===== src/rtl/irq_seq_pkg.sv =====
package irq_seq_pkg;

   typedef enum logic [1:0] {
      SEQ_IDLE   = 2'd0,
      SEQ_ENTER  = 2'd1,
      SEQ_RETURN = 2'd2
   } seq_op_e;

endpackage


===== src/rtl/irq_seq_arb.sv =====
module irq_seq_arb
   import irq_seq_pkg::*;
(
   input  logic    irq_i,
   input  logic    boundary_i,
   input  logic    ret_i,
   input  logic    saved_i,
   input  logic    masked_i,
   output seq_op_e op_o
);

   always_comb begin
      op_o = SEQ_IDLE;
      if (ret_i && saved_i)
         op_o = SEQ_RETURN;
      else if (irq_i && boundary_i && !masked_i)
         op_o = SEQ_ENTER;
   end

endmodule


===== src/rtl/irq_seq_status.sv =====
module irq_seq_status
   import irq_seq_pkg::*;
#(
   parameter int                 XLEN       = 32,
   parameter int                 MODE_W     = 5,
   parameter logic [MODE_W-1:0]  IRQ_MODE   = 5'b10010,
   parameter int                 IDIS_BIT   = 7,
   parameter int                 CMP_BIT    = 5,
   parameter logic [XLEN-1:0]    RST_STATUS = 32'h0000_0010
)(
   input  logic            clk,
   input  logic            rst_n,
   input  seq_op_e         op_i,
   input  logic            wr_i,
   input  logic [XLEN-1:0] wdata_i,
   output logic [XLEN-1:0] status_o,
   output logic [XLEN-1:0] spsr_o,
   output logic            saved_o
);

   logic [XLEN-1:0] status_q, spsr_q, enter_val;
   logic            saved_q;

   always_comb begin
      enter_val                = status_q;
      enter_val[MODE_W-1:0]    = IRQ_MODE;
      enter_val[IDIS_BIT]      = 1'b1;
      enter_val[CMP_BIT]       = 1'b0;
   end

   always_ff @(posedge clk) begin
      if (!rst_n) begin
         status_q <= RST_STATUS;
         spsr_q   <= '0;
         saved_q  <= 1'b0;
      end else begin
         unique case (op_i)
            SEQ_ENTER: begin
               spsr_q   <= status_q;
               status_q <= enter_val;
               saved_q  <= 1'b1;
            end
            SEQ_RETURN: begin
               status_q <= spsr_q;
               saved_q  <= 1'b0;
            end
            default: begin
               if (wr_i) status_q <= wdata_i;
            end
         endcase
      end
   end

   assign status_o = status_q;
   assign spsr_o   = spsr_q;
   assign saved_o  = saved_q;

   AST_ENTRY_SAVES_STATUS: assert property (@(posedge clk) disable iff (!rst_n)
      (op_i == SEQ_ENTER) |=> (spsr_q == $past(status_q)));
   AST_ENTRY_STATUS_SHAPE: assert property (@(posedge clk) disable iff (!rst_n)
      (op_i == SEQ_ENTER) |=> (status_q[MODE_W-1:0] == IRQ_MODE &&
                               status_q[IDIS_BIT] && !status_q[CMP_BIT]));
   AST_RETURN_RESTORES: assert property (@(posedge clk) disable iff (!rst_n)
      (op_i == SEQ_RETURN) |=> (status_q == $past(spsr_q) && !saved_q));

endmodule


===== src/rtl/irq_seq_bank.sv =====
module irq_seq_bank #(
   parameter int XLEN     = 32,
   parameter int NBANK    = 2,
   parameter int IRQ_BANK = 1,
   localparam int BANK_W  = (NBANK > 1) ? $clog2(NBANK) : 1
)(
   input  logic              clk,
   input  logic              rst_n,
   input  logic [BANK_W-1:0] sel_i,
   input  logic              sp_wr_i,
   input  logic              lr_wr_i,
   input  logic [XLEN-1:0]   wdata_i,
   input  logic              ld_lr_i,
   input  logic [XLEN-1:0]   ld_lr_data_i,
   output logic [XLEN-1:0]   sp_o,
   output logic [XLEN-1:0]   lr_o,
   output logic [XLEN-1:0]   lr_irq_o
);

   logic [XLEN-1:0] sp_q [NBANK];
   logic [XLEN-1:0] lr_q [NBANK];

   for (genvar b = 0; b < NBANK; b++) begin : g_bank
      localparam logic [BANK_W-1:0] IDX = BANK_W'(b);
      always_ff @(posedge clk) begin
         if (!rst_n) begin
            sp_q[b] <= '0;
            lr_q[b] <= '0;
         end else begin
            if (sp_wr_i && sel_i == IDX)
               sp_q[b] <= wdata_i;
            if (ld_lr_i && b == IRQ_BANK)
               lr_q[b] <= ld_lr_data_i;
            else if (lr_wr_i && sel_i == IDX)
               lr_q[b] <= wdata_i;
         end
      end
   end

   assign sp_o     = sp_q[sel_i];
   assign lr_o     = lr_q[sel_i];
   assign lr_irq_o = lr_q[IRQ_BANK];

endmodule


===== src/rtl/irq_seq.sv =====
module irq_seq
   import irq_seq_pkg::*;
#(
   parameter int                 XLEN        = 32,
   parameter int                 MODE_W      = 5,
   parameter logic [MODE_W-1:0]  IRQ_MODE    = 5'b10010,
   parameter int                 IDIS_BIT    = 7,
   parameter int                 CMP_BIT     = 5,
   parameter logic [XLEN-1:0]    VEC_ADDR    = 32'h0000_0018,
   parameter logic [XLEN-1:0]    RST_STATUS  = 32'h0000_0010,
   parameter int                 WIDE_STEP   = 4,
   parameter int                 CMP_STEP    = 2,
   parameter int                 RET_ADJ     = 4,
   parameter bit                 HAS_COMPACT = 1'b1,
   parameter int                 NBANK       = 2,
   localparam int                BANK_W      = (NBANK > 1) ? $clog2(NBANK) : 1
)(
   input  logic              clk,
   input  logic              rst_n,
   input  logic              irq_i,
   input  logic              boundary_i,
   input  logic              ret_i,
   input  logic [XLEN-1:0]   pc_i,
   input  logic              status_wr_i,
   input  logic [XLEN-1:0]   status_wdata_i,
   input  logic              sp_wr_i,
   input  logic              lr_wr_i,
   input  logic [XLEN-1:0]   reg_wdata_i,
   output logic [XLEN-1:0]   status_o,
   output logic [XLEN-1:0]   spsr_o,
   output logic [MODE_W-1:0] mode_o,
   output logic [BANK_W-1:0] sp_sel_o,
   output logic [BANK_W-1:0] lr_sel_o,
   output logic [XLEN-1:0]   sp_o,
   output logic [XLEN-1:0]   lr_o,
   output logic [XLEN-1:0]   ret_addr_o,
   output logic              fetch_valid_o,
   output logic [XLEN-1:0]   fetch_addr_o
);

   localparam int IRQ_BANK = 1;

   if (NBANK < 2) begin : g_chk_bank
      $error("irq_seq: NBANK must be at least 2");
   end
   if (IDIS_BIT >= XLEN || CMP_BIT >= XLEN || MODE_W > XLEN) begin : g_chk_bits
      $error("irq_seq: status field positions exceed XLEN");
   end
   if (IDIS_BIT < MODE_W || CMP_BIT < MODE_W) begin : g_chk_overlap
      $error("irq_seq: flag bits overlap the mode field");
   end

   seq_op_e           op;
   logic [XLEN-1:0]   status_q, spsr_q, lr_irq, link_val;
   logic              saved_q;
   logic [BANK_W-1:0] bank_sel;
   logic              fetch_valid_q;
   logic [XLEN-1:0]   fetch_addr_q;

   irq_seq_arb u_arb (
      .irq_i      (irq_i),
      .boundary_i (boundary_i),
      .ret_i      (ret_i),
      .saved_i    (saved_q),
      .masked_i   (status_q[IDIS_BIT]),
      .op_o       (op)
   );

   irq_seq_status #(
      .XLEN(XLEN), .MODE_W(MODE_W), .IRQ_MODE(IRQ_MODE),
      .IDIS_BIT(IDIS_BIT), .CMP_BIT(CMP_BIT), .RST_STATUS(RST_STATUS)
   ) u_status (
      .clk      (clk),
      .rst_n    (rst_n),
      .op_i     (op),
      .wr_i     (status_wr_i),
      .wdata_i  (status_wdata_i),
      .status_o (status_q),
      .spsr_o   (spsr_q),
      .saved_o  (saved_q)
   );

   assign bank_sel = (status_q[MODE_W-1:0] == IRQ_MODE) ? BANK_W'(IRQ_BANK) : '0;

   // Return value: address of next instruction plus RET_ADJ.
   if (HAS_COMPACT) begin : g_link_dual
      assign link_val = pc_i + (status_q[CMP_BIT] ? XLEN'(CMP_STEP + RET_ADJ)
                                                  : XLEN'(WIDE_STEP + RET_ADJ));
   end else begin : g_link_wide
      assign link_val = pc_i + XLEN'(WIDE_STEP + RET_ADJ);
   end

   irq_seq_bank #(
      .XLEN(XLEN), .NBANK(NBANK), .IRQ_BANK(IRQ_BANK)
   ) u_bank (
      .clk          (clk),
      .rst_n        (rst_n),
      .sel_i        (bank_sel),
      .sp_wr_i      (sp_wr_i),
      .lr_wr_i      (lr_wr_i),
      .wdata_i      (reg_wdata_i),
      .ld_lr_i      (op == SEQ_ENTER),
      .ld_lr_data_i (link_val),
      .sp_o         (sp_o),
      .lr_o         (lr_o),
      .lr_irq_o     (lr_irq)
   );

   assign ret_addr_o = lr_irq - XLEN'(RET_ADJ);

   always_ff @(posedge clk) begin
      if (!rst_n) begin
         fetch_valid_q <= 1'b0;
         fetch_addr_q  <= '0;
      end else begin
         fetch_valid_q <= (op != SEQ_IDLE);
         if (op == SEQ_ENTER)
            fetch_addr_q <= VEC_ADDR;
         else if (op == SEQ_RETURN)
            fetch_addr_q <= ret_addr_o;
      end
   end

   assign status_o      = status_q;
   assign spsr_o        = spsr_q;
   assign mode_o        = status_q[MODE_W-1:0];
   assign sp_sel_o      = bank_sel;
   assign lr_sel_o      = bank_sel;
   assign fetch_valid_o = fetch_valid_q;
   assign fetch_addr_o  = fetch_addr_q;

   AST_ENTRY_VECTOR: assert property (@(posedge clk) disable iff (!rst_n)
      (irq_i && boundary_i && !status_q[IDIS_BIT] && !(ret_i && saved_q))
      |=> (fetch_valid_o && fetch_addr_o == VEC_ADDR && mode_o == IRQ_MODE));
   AST_ENTRY_LINK: assert property (@(posedge clk) disable iff (!rst_n)
      (op == SEQ_ENTER) |=> (lr_o == $past(link_val) && sp_sel_o == BANK_W'(IRQ_BANK)));
   AST_MASKED_NO_ENTRY: assert property (@(posedge clk) disable iff (!rst_n)
      (status_q[IDIS_BIT] && !(ret_i && saved_q)) |=> $stable(spsr_o));
   AST_RETURN_TARGET: assert property (@(posedge clk) disable iff (!rst_n)
      (ret_i && saved_q) |=> (fetch_valid_o && fetch_addr_o == $past(lr_irq) - XLEN'(RET_ADJ)));
   AST_EMPTY_RETURN: assert property (@(posedge clk) disable iff (!rst_n)
      (ret_i && !saved_q && !irq_i && !status_wr_i)
      |=> ($stable(status_o) && $stable(spsr_o) && !fetch_valid_o));

endmodule


===== config.mk =====
export PLATFORM = sky130hd
export DESIGN_NAME = irq_seq
export DESIGN_NICKNAME = d
export VERILOG_FILES = /design/src/rtl/irq_seq_pkg.sv /design/src/rtl/irq_seq_arb.sv /design/src/rtl/irq_seq_status.sv /design/src/rtl/irq_seq_bank.sv /design/src/rtl/irq_seq.sv
export SDC_FILE = /design/constraint.sdc
export NUM_CORES = 1
export LEC_CHECK = 0
export ABC_AREA = 1
export BUFFER_PORTS_ARGS = -buffer_cell sky130_fd_sc_hd__buf_4
export CAP_MARGIN = 20
export CORE_MARGIN = 4
export CORE_UTILIZATION = 33
export CTS_BUF_LIST = sky130_fd_sc_hd__clkbuf_16
export DETAILED_ROUTE_END_ITERATION = 12
export PLACE_DENSITY = 0.62
export SYNTH_ARGS = -nofsm -noshare
export SYNTH_HDL_FRONTEND = slang
export SYNTH_SLANG_ARGS = --single-unit

===== constraint.sdc =====
create_clock -name clk -period 4.07 [get_ports clk]
set_input_delay 0.6105 -clock clk [delete_from_list [all_inputs] [get_ports clk]]
set_output_delay 0.6105 -clock clk [all_outputs]
set_load 0.01 [all_outputs]

Word-level counts from Yosys, hierarchy flattened

Memory sizes are Yosys's and may differ from the RTL's.
Index checks and enable logic that the tools add are counted.

Word-level logic and storage cells: 67
Memories kept: 2
ROM bits: 0
Output and inout port bits: 200
Flip-flop bits (word level): 98
Bits in writable memories: 128
Latch bits: 0

Memories:

| memory      | depth | bits a word | rd ports | clocked after memory_dff | write ports | line               | source |
|---|---|---|---|---|---|---|---|
| u_bank.lr_q | 2     | 32          | 2        | 0                        | 2           | irq_seq_bank.sv:21 | `logic [XLEN-1:0] lr_q [NBANK];` |
| u_bank.sp_q | 2     | 32          | 1        | 0                        | 2           | irq_seq_bank.sv:20 | `logic [XLEN-1:0] sp_q [NBANK];` |

$add $sub $neg: 2
Shift-type cells: 0
Eq/ne operators: 3
Reduce and logical (&&, ||, !) cells: 14
$mul: 0
Order comparisons: 0
Multiplexer cells: 31
Bitwise gates (word level): 8
Divide/modulo/power cells: 0

Operators by type and width:

| operator                                                             | count |
|---|---|
| 32-bit two-way mux                                                   | 6 |
| 32-bit case mux with 2 select lines                                  | 1 |
| 32-bit by 4-bit adder with 32-bit output                             | 1 |
| 32-bit by 3-bit subtractor with 32-bit output, second input constant | 1 |
| 1-bit two-way mux                                                    | 19 |
| 5-bit two-way mux                                                    | 2 |
| 1-bit logical AND                                                    | 7 |
| 2-bit nonzero test                                                   | 3 |
| 5-bit == test, second input constant                                 | 1 |
| 1-bit bitwise OR                                                     | 5 |
| 4-bit two-way mux                                                    | 1 |
| 1-bit inverter                                                       | 3 |
| 3-bit nonzero test                                                   | 1 |
| 2-bit by 1-bit == test with 1-bit output, second input constant      | 1 |
| 2-bit == test, second input constant                                 | 1 |
| 2-bit two-way mux                                                    | 1 |
| 1-bit case mux with 2 select lines                                   | 1 |
| 2-bit AND reduction                                                  | 1 |
| 2-bit OR reduction                                                   | 1 |
| 1-bit zero test                                                      | 1 |

Logic depth before layout (Yosys ltp)

Gate-level depths: netlist of run 1.

Depth after elaboration: 10
Mapped depth: 11
Depth with buffers taken out: 11

Modules after synthesis

Synthesis of run 1 repeated with hierarchy kept, for this count alone.

Cells, all modules: 1623
Area total of the unflattened synthesis: 11959.0 µm²

Modules (own cells, without submodules):

| module         | cells an instance | area each (µm²) | instances |
|---|---|---|---|
| irq_seq_bank   | 592               | 5665.4          | 1 |
| irq_seq        | 576               | 3321.9          | 1 |
| irq_seq_status | 450               | 2949.1          | 1 |
| irq_seq_arb    | 5                 | 22.5            | 1 |

Worst setup path before layout of run 1

OpenSTA, ideal clock, no wires.

Kind: register -> register
Start point: reg u_status.status_q[1], in the netlist u_status.status_o[1]
End point: mem u_bank.sp_q[1][0], enable pin
Path buffers: 2
Library setup time: 466 ps
Slack: 332 ps
Arrival time: 3273 ps
Clock period less this slack: 3738 ps
Cell stages (with the launch flop): 7
Cell sequence: dfxtp_1 > inv_1 > nor2_1 > nand3_1 > buf_2 > clkbuf_1 > o21ai_0

RTL lines:

| item                   | line                 | source |
|---|---|---|
| start, declared        | irq_seq_status.sv:21 | `logic [XLEN-1:0] status_q, spsr_q, enter_val;` |
| start signal, assigned | irq_seq_status.sv:40 | `status_q <= enter_val;` |
| start signal, assigned | irq_seq_status.sv:44 | `status_q <= spsr_q;` |
| start signal, assigned | irq_seq_status.sv:48 | `if (wr_i) status_q <= wdata_i;` |
| end, declared          | irq_seq_bank.sv:20   |  |

Final worst setup path of run 1

Start point: reg u_status.status_q[1], in the netlist u_status.status_o[1]
End point: out lr_o[23]

Cells in the longest elaborated chain, start to end: 3

RTL lines:

| item                   | line          | source |
|---|---|---|
| 5-bit == test          | irq_seq.sv:83 | `assign bank_sel = (status_q[MODE_W-1:0] == IRQ_MODE) ? BANK_W'(IRQ_BANK) : '0;` |
| 1-bit two-way mux      | irq_seq.sv:83 |  |
| memory read 2 x 32 bit | -             |  |
| end, declared          | irq_seq.sv:35 | `output logic [XLEN-1:0] lr_o,` |

No other way between the ends.

==> flow_metrics.tcl, run 1 <==
set metrics [dict create \
    cp_max_fo 40 \
    fill_cells 3371 \
    cts_buffer_depth 3 \
    synth-async-reset-ratio_pct 0 \
    rsz0062_at_grt "no" \
    cts_tree "yes" \
    maxSlewViolCount 0 \
    post-dp-hpwl_um 30600 \
    ctsResizeCount 0 \
    max_stage_delay_ns 0.44 \
    critical_path.top_delay_family "buffers and inverters" \
    drc 0 \
    fp.dieH_um 192 \
    clk_latency_ns 0.52 \
    cts.sinks 226 \
    synth_top_area_cell "edfxtp_1" \
    drtAntennaViolNets 0 \
    status "finished clean" \
    viasPerCell 4.78 \
    avgSynthCellArea_sq_um 7.76 \
    setup_tns_ns 0 \
    antenna_found_initial 0 \
    syn2layout_area_growth_pct 31.2 \
    synth_edf_count 128 \
    place_inst 2124 \
    synthCells 1433 \
    tightest_slew_ns 0.971 \
    layout_commonest_cell "nand2_1" \
    setup_viol 0 \
    arrival_ns 2.65 \
    hold_violations 0 \
    hp-class "primary input to flip-flop" \
    dp_worst_setup_slack_ns 1.10 \
    slew_headroom_pct 35.2 \
    multiInputGateArea_sq_um 4520 \
    utilization_pct 44.4 \
    overflow 0 \
    grt_pass1_wl_um 58700 \
    root_buffer "clkbuf_16" \
    io_pins 304 \
    postCtsHoldBufs 0 \
    ys_warn_count 0 \
    p_leak_nw 6.99 \
    drt_iter0_drc 785 \
    diodes 0 \
    wl_um 39800 \
    worst_path_max_delay_cell "o21ai_0" \
    cts_setup_buffers 0 \
    globalRouteTotalUtil_pct 20.7 \
    maxCapViolations 0 \
    firstDrtPassIters 5 \
    core_sq_um 32900 \
    routedWlPerCell_um 18.3 \
    worstSetupStartpointType "flip-flop" \
    seq_area_sq_um 5810 \
    critPathBufInv 3 \
    crit_top_cell "buf_4" \
    cp_cell_sequence "inv_1, nor2_1, nand3_4, buf_4, o21ai_0, buf_4" \
    numCtsBuffers 26 \
    synth_top_cell_area_share_pct 34.6 \
    grt_pass1_vias 9814 \
    ys_seq_area_share_pct 52.2 \
    p_per_area_nw_per_um2 415 \
    synth_area_leaders "edfxtp_1 35%, dfxtp_1 18%, nand2_1 17%, nor2_1 8.4%, inv_1 3.9%" \
    cp.required_ns 3.46 \
    final_cells 2171 \
    ir_worst_vdd_mv 0.253 \
    rows 66 \
    finalClockSkew_ns 0.0122 \
    design_area_sq_um 14600 \
    layout_common_cells "501 x nand2_1, 316 x buf_4, 249 x nor2_1" \
    ys_ff_latch 226 \
    die_w_um 192 \
    cp-end-kind "output port" \
    post_synth_num_cell_types 35 \
    fin_ws_ns 0.806 \
    dieArea_sq_um 36700 \
    max_freq_mhz 306 \
    fin_crit_ns 3.26 \
    synthesis.area_sq_um 11100 \
    port_buffers 303 \
    ys.flop_type "edfxtp_1" \
    htreeDepth 1 \
    path_class "flip-flop to output port" \
    vias 10374 \
    initial_core_util_pct 33.8 \
    layout-drive-gt1-share_pct 22.6 \
    grt_max_degree 75 \
    period_share_pct 80.2 \
    fin_nets 1819 \
    clk_pin_slew_ns 0.06 \
    synth_fp_nets 1542 \
    post_dp_cell_area_sq_um 13800 \
    globalplace.congestion 0.915 \
]
report_power, final:
part           internal [mW]  switching [mW]
Clock                   1.36           0.934
Sequential              2.58           0.106
Combinational          0.423           0.651
Total                   4.36            1.69
cell type report:
class | count | area share, %
Clock buffer | 28 | 4.80
Clock inverter | 19 | 0.926
Inverter | 123 | 3.16
Multi-Input combinational cell | 1015 | 31.0
Sequential cell | 226 | 39.8
Tap cell | 442 | 3.79
Timing Repair Buffer | 318 | 16.5
synth_stat cells (all sizes together), types with 2 or more instances:
cell	instances
xnor2	2
nand4	10
ha	4
o22ai	7
inv	123
clkbuf	20
nand3	45
buf	49
o21ai	91
a21oi	16
edfxtp	128
dfxtp	98
a22o	4
o221ai	4
a31oi	25
nand2	509
xor2	22
nor2	261
nand3b	11
worst reg2reg max path: cells and delay by family, from the launching register on:
family	cells	cell delay [ns]
buffers and inverters	2	0.32
DFF	1	0.41
and+or+nand+nor	5	1.70
registers in the layout, indices dropped and copies added (netlist names):
| name | count |
|---|---|
| u_bank.lr_q | 64 |
| u_bank.sp_q | 64 |
| fetch_addr_o | 32 |
| u_status.spsr_o | 32 |
| u_status.status_o | 32 |
| fetch_valid_o | 1 |
| u_status.saved_o | 1 |
worst paths after layout:
kind,startpoint,to,slack [ns],depth (start not counted)
worst max register to register,u_status.status_o[1],u_bank.lr_q[1][29],1.34,7
worst min-delay path,status_wdata_i[0],u_status.status_o[0],0.36,3
worst min register to register,fetch_addr_o[0],fetch_addr_o[0],0.46,2
worst max-delay path,u_status.status_o[1],lr_o[23],0.81,6
cell families (layout without fill, tap and decap cells):
group,Yosys count,count (layout),synth area share (%)
fa+ha+maj,5,5,0.630
buf+inv,192,488,7.35
simple gates,838,838,30.5
compound gates,148,148,7.45
flops,226,226,52.2
xor+xnor,24,24,1.89
layer usage:
metal	track usage, %	routed length (um)
met1	28.2	16800
met2	33.9	19000
met3	3.93	3180
met4	5.50	871
met5	0	0
metrics by stage:
step	power, mW	hold slack, ns
after global placement	3.81	0.450
after detailed placement	3.82	0.450
final	6.05	0.363
after global routing	6.31	0.343
after floorplan	3.24	0.457
after CTS	6.10	0.336
Power figures use the tool's default switching activity.
==> run 2, diff against run 1 <==
Settings changed: ABC_AREA 1 to 0.
Clock period 4.07 ns to 3.38 ns, I/O delays scaled along.
==> flow_metrics.tcl, run 2 <==
set metrics [dict create \
    synth_simple_gate_area_share_pct 25.6 \
    vias 9066 \
    cp-end-kind "output port" \
    io_pins 304 \
    globalRouteTotalUtil_pct 19.1 \
    overflow 0 \
    drt_iter0_drc 609 \
    clk_pin_slew_ns 0.06 \
    firstDrtPassIters 5 \
    core_sq_um 31800 \
    grt_pass1_wl_um 54000 \
    cts_tree "yes" \
    diodes 0 \
    ys_warn_count 0 \
    layout-drive-gt1-share_pct 27.8 \
    maxSlewViolCount 0 \
    path_class "flip-flop to output port" \
    synthCells 1092 \
    avgSynthCellArea_sq_um 9.82 \
    drc 0 \
    hp-class "primary input to flip-flop" \
    dieArea_sq_um 35500 \
    synth_area_leaders "edfxtp_1 36%, dfxtp_1 18%, nand2_1 9.6%, and2_1 5.8%, xor2_1 3.3%" \
    synth_top_family_by_area "simple AND/OR/NAND/NOR gates" \
    slew_headroom_pct 31.7 \
    status "finished clean" \
    synth_fp_nets 1201 \
    synth_top_cell_area_share_pct 35.8 \
    syn2layout_area_growth_pct 33.2 \
    initial_core_util_pct 33.7 \
    root_buffer "clkbuf_16" \
    switching_share_pct 27.3 \
    viasPerCell 4.98 \
    layout_common_cells "325 x buf_4, 272 x nand2_1, 128 x edfxtp_1" \
    synthXorXnorAreaFrac_pct 4.64 \
    final_cells 1821 \
    cp_max_fo 5 \
    cts_buffer_depth 3 \
    comb_power_share_pct 18.1 \
    maxCapViolations 0 \
    synthesis.area_sq_um 10700 \
    ys_seq_area_share_pct 54.1 \
    synth_top_area_cell "edfxtp_1" \
    tightest_slew_ns 1.02 \
    layout_commonest_cell "buf_4" \
    synth_edf_count 128 \
    fin_crit_ns 3.23 \
    arrival_ns 2.73 \
    pwr-share-clk_pct 37.0 \
    synth-adder-area-share_pct 0.653 \
    ys_ff_latch 226 \
    port_buffers 303 \
    period_share_pct 95.6 \
    seqPwrFrac_pct 44.9 \
    top_regs "u_bank.lr_q: 64 flops, u_bank.sp_q: 64 flops" \
    fp.dieH_um 188 \
    cp.required_ns 2.87 \
    wl_um 35600 \
    drtAntennaViolNets 0 \
    hold_violations 0 \
    max_freq_mhz 309 \
    synth-async-reset-ratio_pct 0 \
    cts.sinks 226 \
    netSwitchingPower_mw 1.97 \
    p_per_area_nw_per_um2 506 \
    antenna_found_initial 1 \
    finalClockSkew_ns 0.0104 \
    p_int_mw 5.25 \
    setup_viol 0 \
    synth-compound-area-share_pct 10.8 \
    synth_commonest_cells "273 x nand2_1, 128 x edfxtp_1, 99 x and2_1, 98 x dfxtp_1, 64 x nand3_1" \
    place_inst 1774 \
    post_synth_num_cell_types 52 \
    p_leak_nw 6.55 \
    ys.flop_type "edfxtp_1" \
    rows 65 \
    routedWlPerCell_um 19.5 \
    globalplace.congestion 0.830 \
    total_power_mw 7.22 \
    ir_worst_vdd_mv 0.343 \
    holdWs_ns 0.281 \
    die_w_um 188 \
    grt_pass1_vias 8911 \
    worstSetupStartpointType "flip-flop" \
    post-synth-top-count-cell "nand2_1" \
    design_area_sq_um 14300 \
    rsz0062_at_grt "no" \
    post-dp-hpwl_um 26000 \
    htreeDepth 1 \
    numCtsBuffers 26 \
    grt_max_degree 72 \
    muxShareOfSynthArea_pct 0.653 \
    post_dp_cell_area_sq_um 13500 \
    fin_nets 1477 \
    clk_latency_ns 0.53 \
]
-- run 2: changes by cell type in the layout (fill, tap and decap cells not counted), sizes merged, moves of 15 or more --
cell,previous run,this run
inv,129,25
and2,0,99
nand3,45,64
a31oi,25,2
nor2,261,26
o21ai,91,57
a22o,4,32
xor2,22,42
nand2,509,274
o21ba,0,15
o211a,0,28
nor3,1,19
-- run 2: final timing paths --
path | slack, ns | from | depth (start not counted) | end
min reg2reg | 0.45 | fetch_addr_o[7] | 2 | fetch_addr_o[7]
max reg2reg | 0.84 | u_status.status_o[5] | 7 | u_bank.lr_q[1][8]
min | 0.28 | pc_i[0] | 2 | u_bank.lr_q[1][0]
max | 0.15 | u_bank.lr_q[1][2] | 8 | ret_addr_o[24]
-- run 2: critical path, stage by stage, from the launching register on --
cell	delay (ns)
edfxtp_1	0.43
inv_1	0.13
ha_1	0.24
nor4b_4	0.21
buf_4	0.18
nand4_2	0.21
nor2_1	0.20
xor2_1	0.37
buf_4	0.22
-- run 2: cells by family (layout without fill, tap and decap cells) --
family                     count (synthesis)  after routing
AOI/OAI and AO/OA                        157            157
xor gates and xnor gates                  56             56
adders and majority gates                  5              5
buffers and inverters                     90            384
DFF                                      226            226
muxes                                      7              7
and+or+nand+nor                          551            551
-- run 2: per-stage QoR --
step / setup slack, ns / utilization [%] / setup TNS (ns)
floorplan: -0.357 / - / -33.96
global placement: 0.708 / 42.3 / 0
detailed placement: 0.680 / 42.4 / 0
CTS: 0.0900 / 44.9 / 0
global route: 0.0100 / 44.9 / 0
finish: 0.148 / 44.9 / 0
-- run 2: layout make-up --
cell class | count | area [sq um]
flip-flops and latches | 226 | 5810
repair buffers | 327 | 2480
inverters | 11 | 41.3
fillers | 3068 | 17500
clock inverters | 19 | 125
clock buffers | 27 | 676
multi-input cells | 776 | 4620
well taps | 435 | 544
-- run 2: what timing repair did --
action,4_1_cts,5_1_grt
gates resized for setup,0,1
setup buffers,0,1
hold buffers,0,0
endpoints found under the setup margin,0,11
-- run 2: power groups by stage --
stage                     logic (mW)  clock network (mW)  registers (mW)
final                           1.31                2.68            3.24
after global routing            1.42                2.84            3.27
after CTS                       1.32                2.73            3.24
after detailed placement        1.32                   0            3.30
after global placement          1.30                   0            3.29
after floorplan                0.598                   0            3.30
-- run 2: layer usage --
layer | vias up | share of wire, % | GRT usage, % | wire length, um
li1 | 4340 | - | - | -
met4 | 2 | 3.0 | 5.33 | 1060
met1 | 4329 | 42 | 25.0 | 14800
met5 | - | 0.039 | 0 | 14
met3 | 62 | 8.5 | 5.35 | 3030
met2 | 333 | 47 | 31.3 | 16700
==> run 3, diff against run 2 <==
Settings changed: CORE_UTILIZATION 33 to 53, PLACE_DENSITY 0.62 to 0.88, SLEW_MARGIN from default to 20.
Clock period 3.38 ns to 3.35 ns, I/O delays scaled along.
==> flow_metrics.tcl, run 3 (synthesis gave the netlist of run 2 again) <==
set metrics [dict create \
    hp-class "primary input to flip-flop" \
    io_pins 304 \
    status "finished clean" \
    htreeDepth 1 \
    maxCapViolations 0 \
    globalRouteTotalUtil_pct 28.1 \
    firstDrtPassIters 6 \
    critPathBufInv 3 \
    cts_tree "yes" \
    cp.required_ns 2.85 \
    setup_viol 0 \
    p_int_mw 5.11 \
    switching_share_pct 27.2 \
    cts.sinks 226 \
    hold_violations 0 \
    place_inst 1595 \
    path_class "flip-flop to output port" \
    syn2layout_area_growth_pct 30.2 \
    maxSlewViolCount 0 \
    grt_pass1_vias 8974 \
    die_w_um 150 \
    cp_max_fo 5 \
    fin_crit_ns 3.19 \
    worstSetupStartpointType "flip-flop" \
    seqPwrFrac_pct 46.8 \
    slew_headroom_pct 35.7 \
    tightest_slew_ns 0.961 \
    critical_path.top_delay_family "simple AND/OR/NAND/NOR gates" \
    period_share_pct 95.2 \
    vias 9392 \
    crit_top_cell "buf_4" \
    top_regs "u_bank.lr_q: 64 flops, u_bank.sp_q: 64 flops" \
    comb_power_share_pct 18.4 \
    pwr-share-clk_pct 34.9 \
    layout_common_cells "316 x buf_4, 271 x nand2_1, 128 x edfxtp_1" \
    p_per_area_nw_per_um2 503 \
    layout-drive-gt1-share_pct 27.5 \
    cp_cell_sequence "inv_1, ha_1, nor4b_4, buf_4, nand2_1, or4_1, xnor2_1, buf_4" \
    drt_iter0_drc 848 \
    globalplace.congestion 0.949 \
    cts_buffer_depth 3 \
    final_cells 1638 \
    antenna_found_initial 0 \
    total_power_mw 7.02 \
    clk_latency_ns 0.52 \
    fill_cells 1453 \
    initial_core_util_pct 54.6 \
    cp-end-kind "output port" \
    arrival_ns 2.69 \
    max_stage_delay_ns 0.43 \
    finalClockSkew_ns 0.0181 \
    wl_um 33200 \
    fp.dieH_um 150 \
    grt_max_degree 79 \
    routedWlPerCell_um 20.2 \
    grt_pass1_wl_um 50100 \
    netSwitchingPower_mw 1.91 \
    overflow 0 \
    viasPerCell 5.73 \
    drtAntennaViolNets 0 \
    max_freq_mhz 314 \
    layout_commonest_cell "buf_4" \
    post-dp-hpwl_um 23500 \
    root_buffer "clkbuf_16" \
    fin_nets 1468 \
    ir_worst_vdd_mv 0.365 \
    numCtsBuffers 24 \
    diodes 0 \
    clk_pin_slew_ns 0.06 \
    dieArea_sq_um 22600 \
    port_buffers 303 \
    postCtsHoldBufs 0 \
    worst_path_max_delay_cell "edfxtp_1" \
    core_sq_um 19700 \
    drc 0 \
    p_leak_nw 6.45 \
    rsz0062_at_grt "no" \
    rows 51 \
]
-- run 3: cell count changes in the layout (fill, tap and decap cells not counted), moves of 2 or more --
cell	delta
nand2_2	+2
buf_4	-9
inv_1	-8
clkbuf_16	-2
clkinv_1	+5
-- run 3: metrics by stage --
| stage | cell area [sq um] | utilization, % | setup TNS (ns) | setup WS [ns] | hold slack [ns] |
|---|---|---|---|---|---|
| 6_report | 14000 | 71.1 | 0 | 0.161 | 0.282 |
| 5_1_grt | 14000 | 71.1 | 0 | 0.0392 | 0.285 |
| 3_3_place_gp | 13200 | 67.1 | 0 | 0.654 | 0.441 |
| 2_1_floorplan | 10700 | - | -36.84 | -0.387 | 0.477 |
| 3_5_place_dp | 13200 | 67.1 | 0 | 0.650 | 0.449 |
| 4_1_cts | 13900 | 70.7 | 0 | 0.0987 | 0.269 |
-- run 3: per-layer routing --
layer	global-route usage [%]	share of wire, %	vias up
li1	-	-	4311
met1	36.6	38	4509
met2	47.4	49	493
met3	5.27	9.7	79
met4	9.70	3.7	0
met5	0	0	-
-- run 3: worst reg2reg max path: cells and delay by family, from the launching register on --
family                     cells  cell delay (ns)
xor gates and xnor gates       1             0.12
AOI/OAI and AO/OA              2             0.21
and+or+nand+nor                2             1.07
buffers and inverters          1             0.12
DFF                            1             0.42
adders and majority gates      1             0.35
-- run 3: repair_timing --
action                                  in CTS  in global routing
gates resized for setup                      0                  3
buffers inserted                             0                  1
endpoints found under the setup margin       0                 11
-- run 3: final cells by class --
class                           instances  area, sq um  area share (%)
Clock buffer                           25          626            4.48
Clock inverter                         15         83.8           0.600
Timing Repair Buffer                  320         2450            17.6
Multi-Input combinational cell        776         4620            33.1
Tap cell                              265          332            2.37
Inverter                               11         41.3           0.296
Sequential cell                       226         5810            41.6
-- run 3: worst paths after layout --
path | from | endpoint | slack (ns) | cells after the start
setup reg to reg | u_status.status_o[5] | u_bank.lr_q[1][8] | 0.82 | 7
hold reg to reg | fetch_addr_o[6] | fetch_addr_o[6] | 0.46 | 2
setup / recovery | u_bank.lr_q[1][2] | ret_addr_o[12] | 0.16 | 8
hold / removal | pc_i[0] | u_bank.lr_q[1][0] | 0.28 | 2
-- run 3: power groups by stage --
stage,sequential (mW),clock (mW),combinational (mW)
finish,3.28,2.45,1.29
global route,3.30,2.59,1.39
CTS,3.28,2.48,1.28
detailed placement,3.34,0,1.27
global placement,3.33,0,1.24
floorplan,3.33,0,0.603
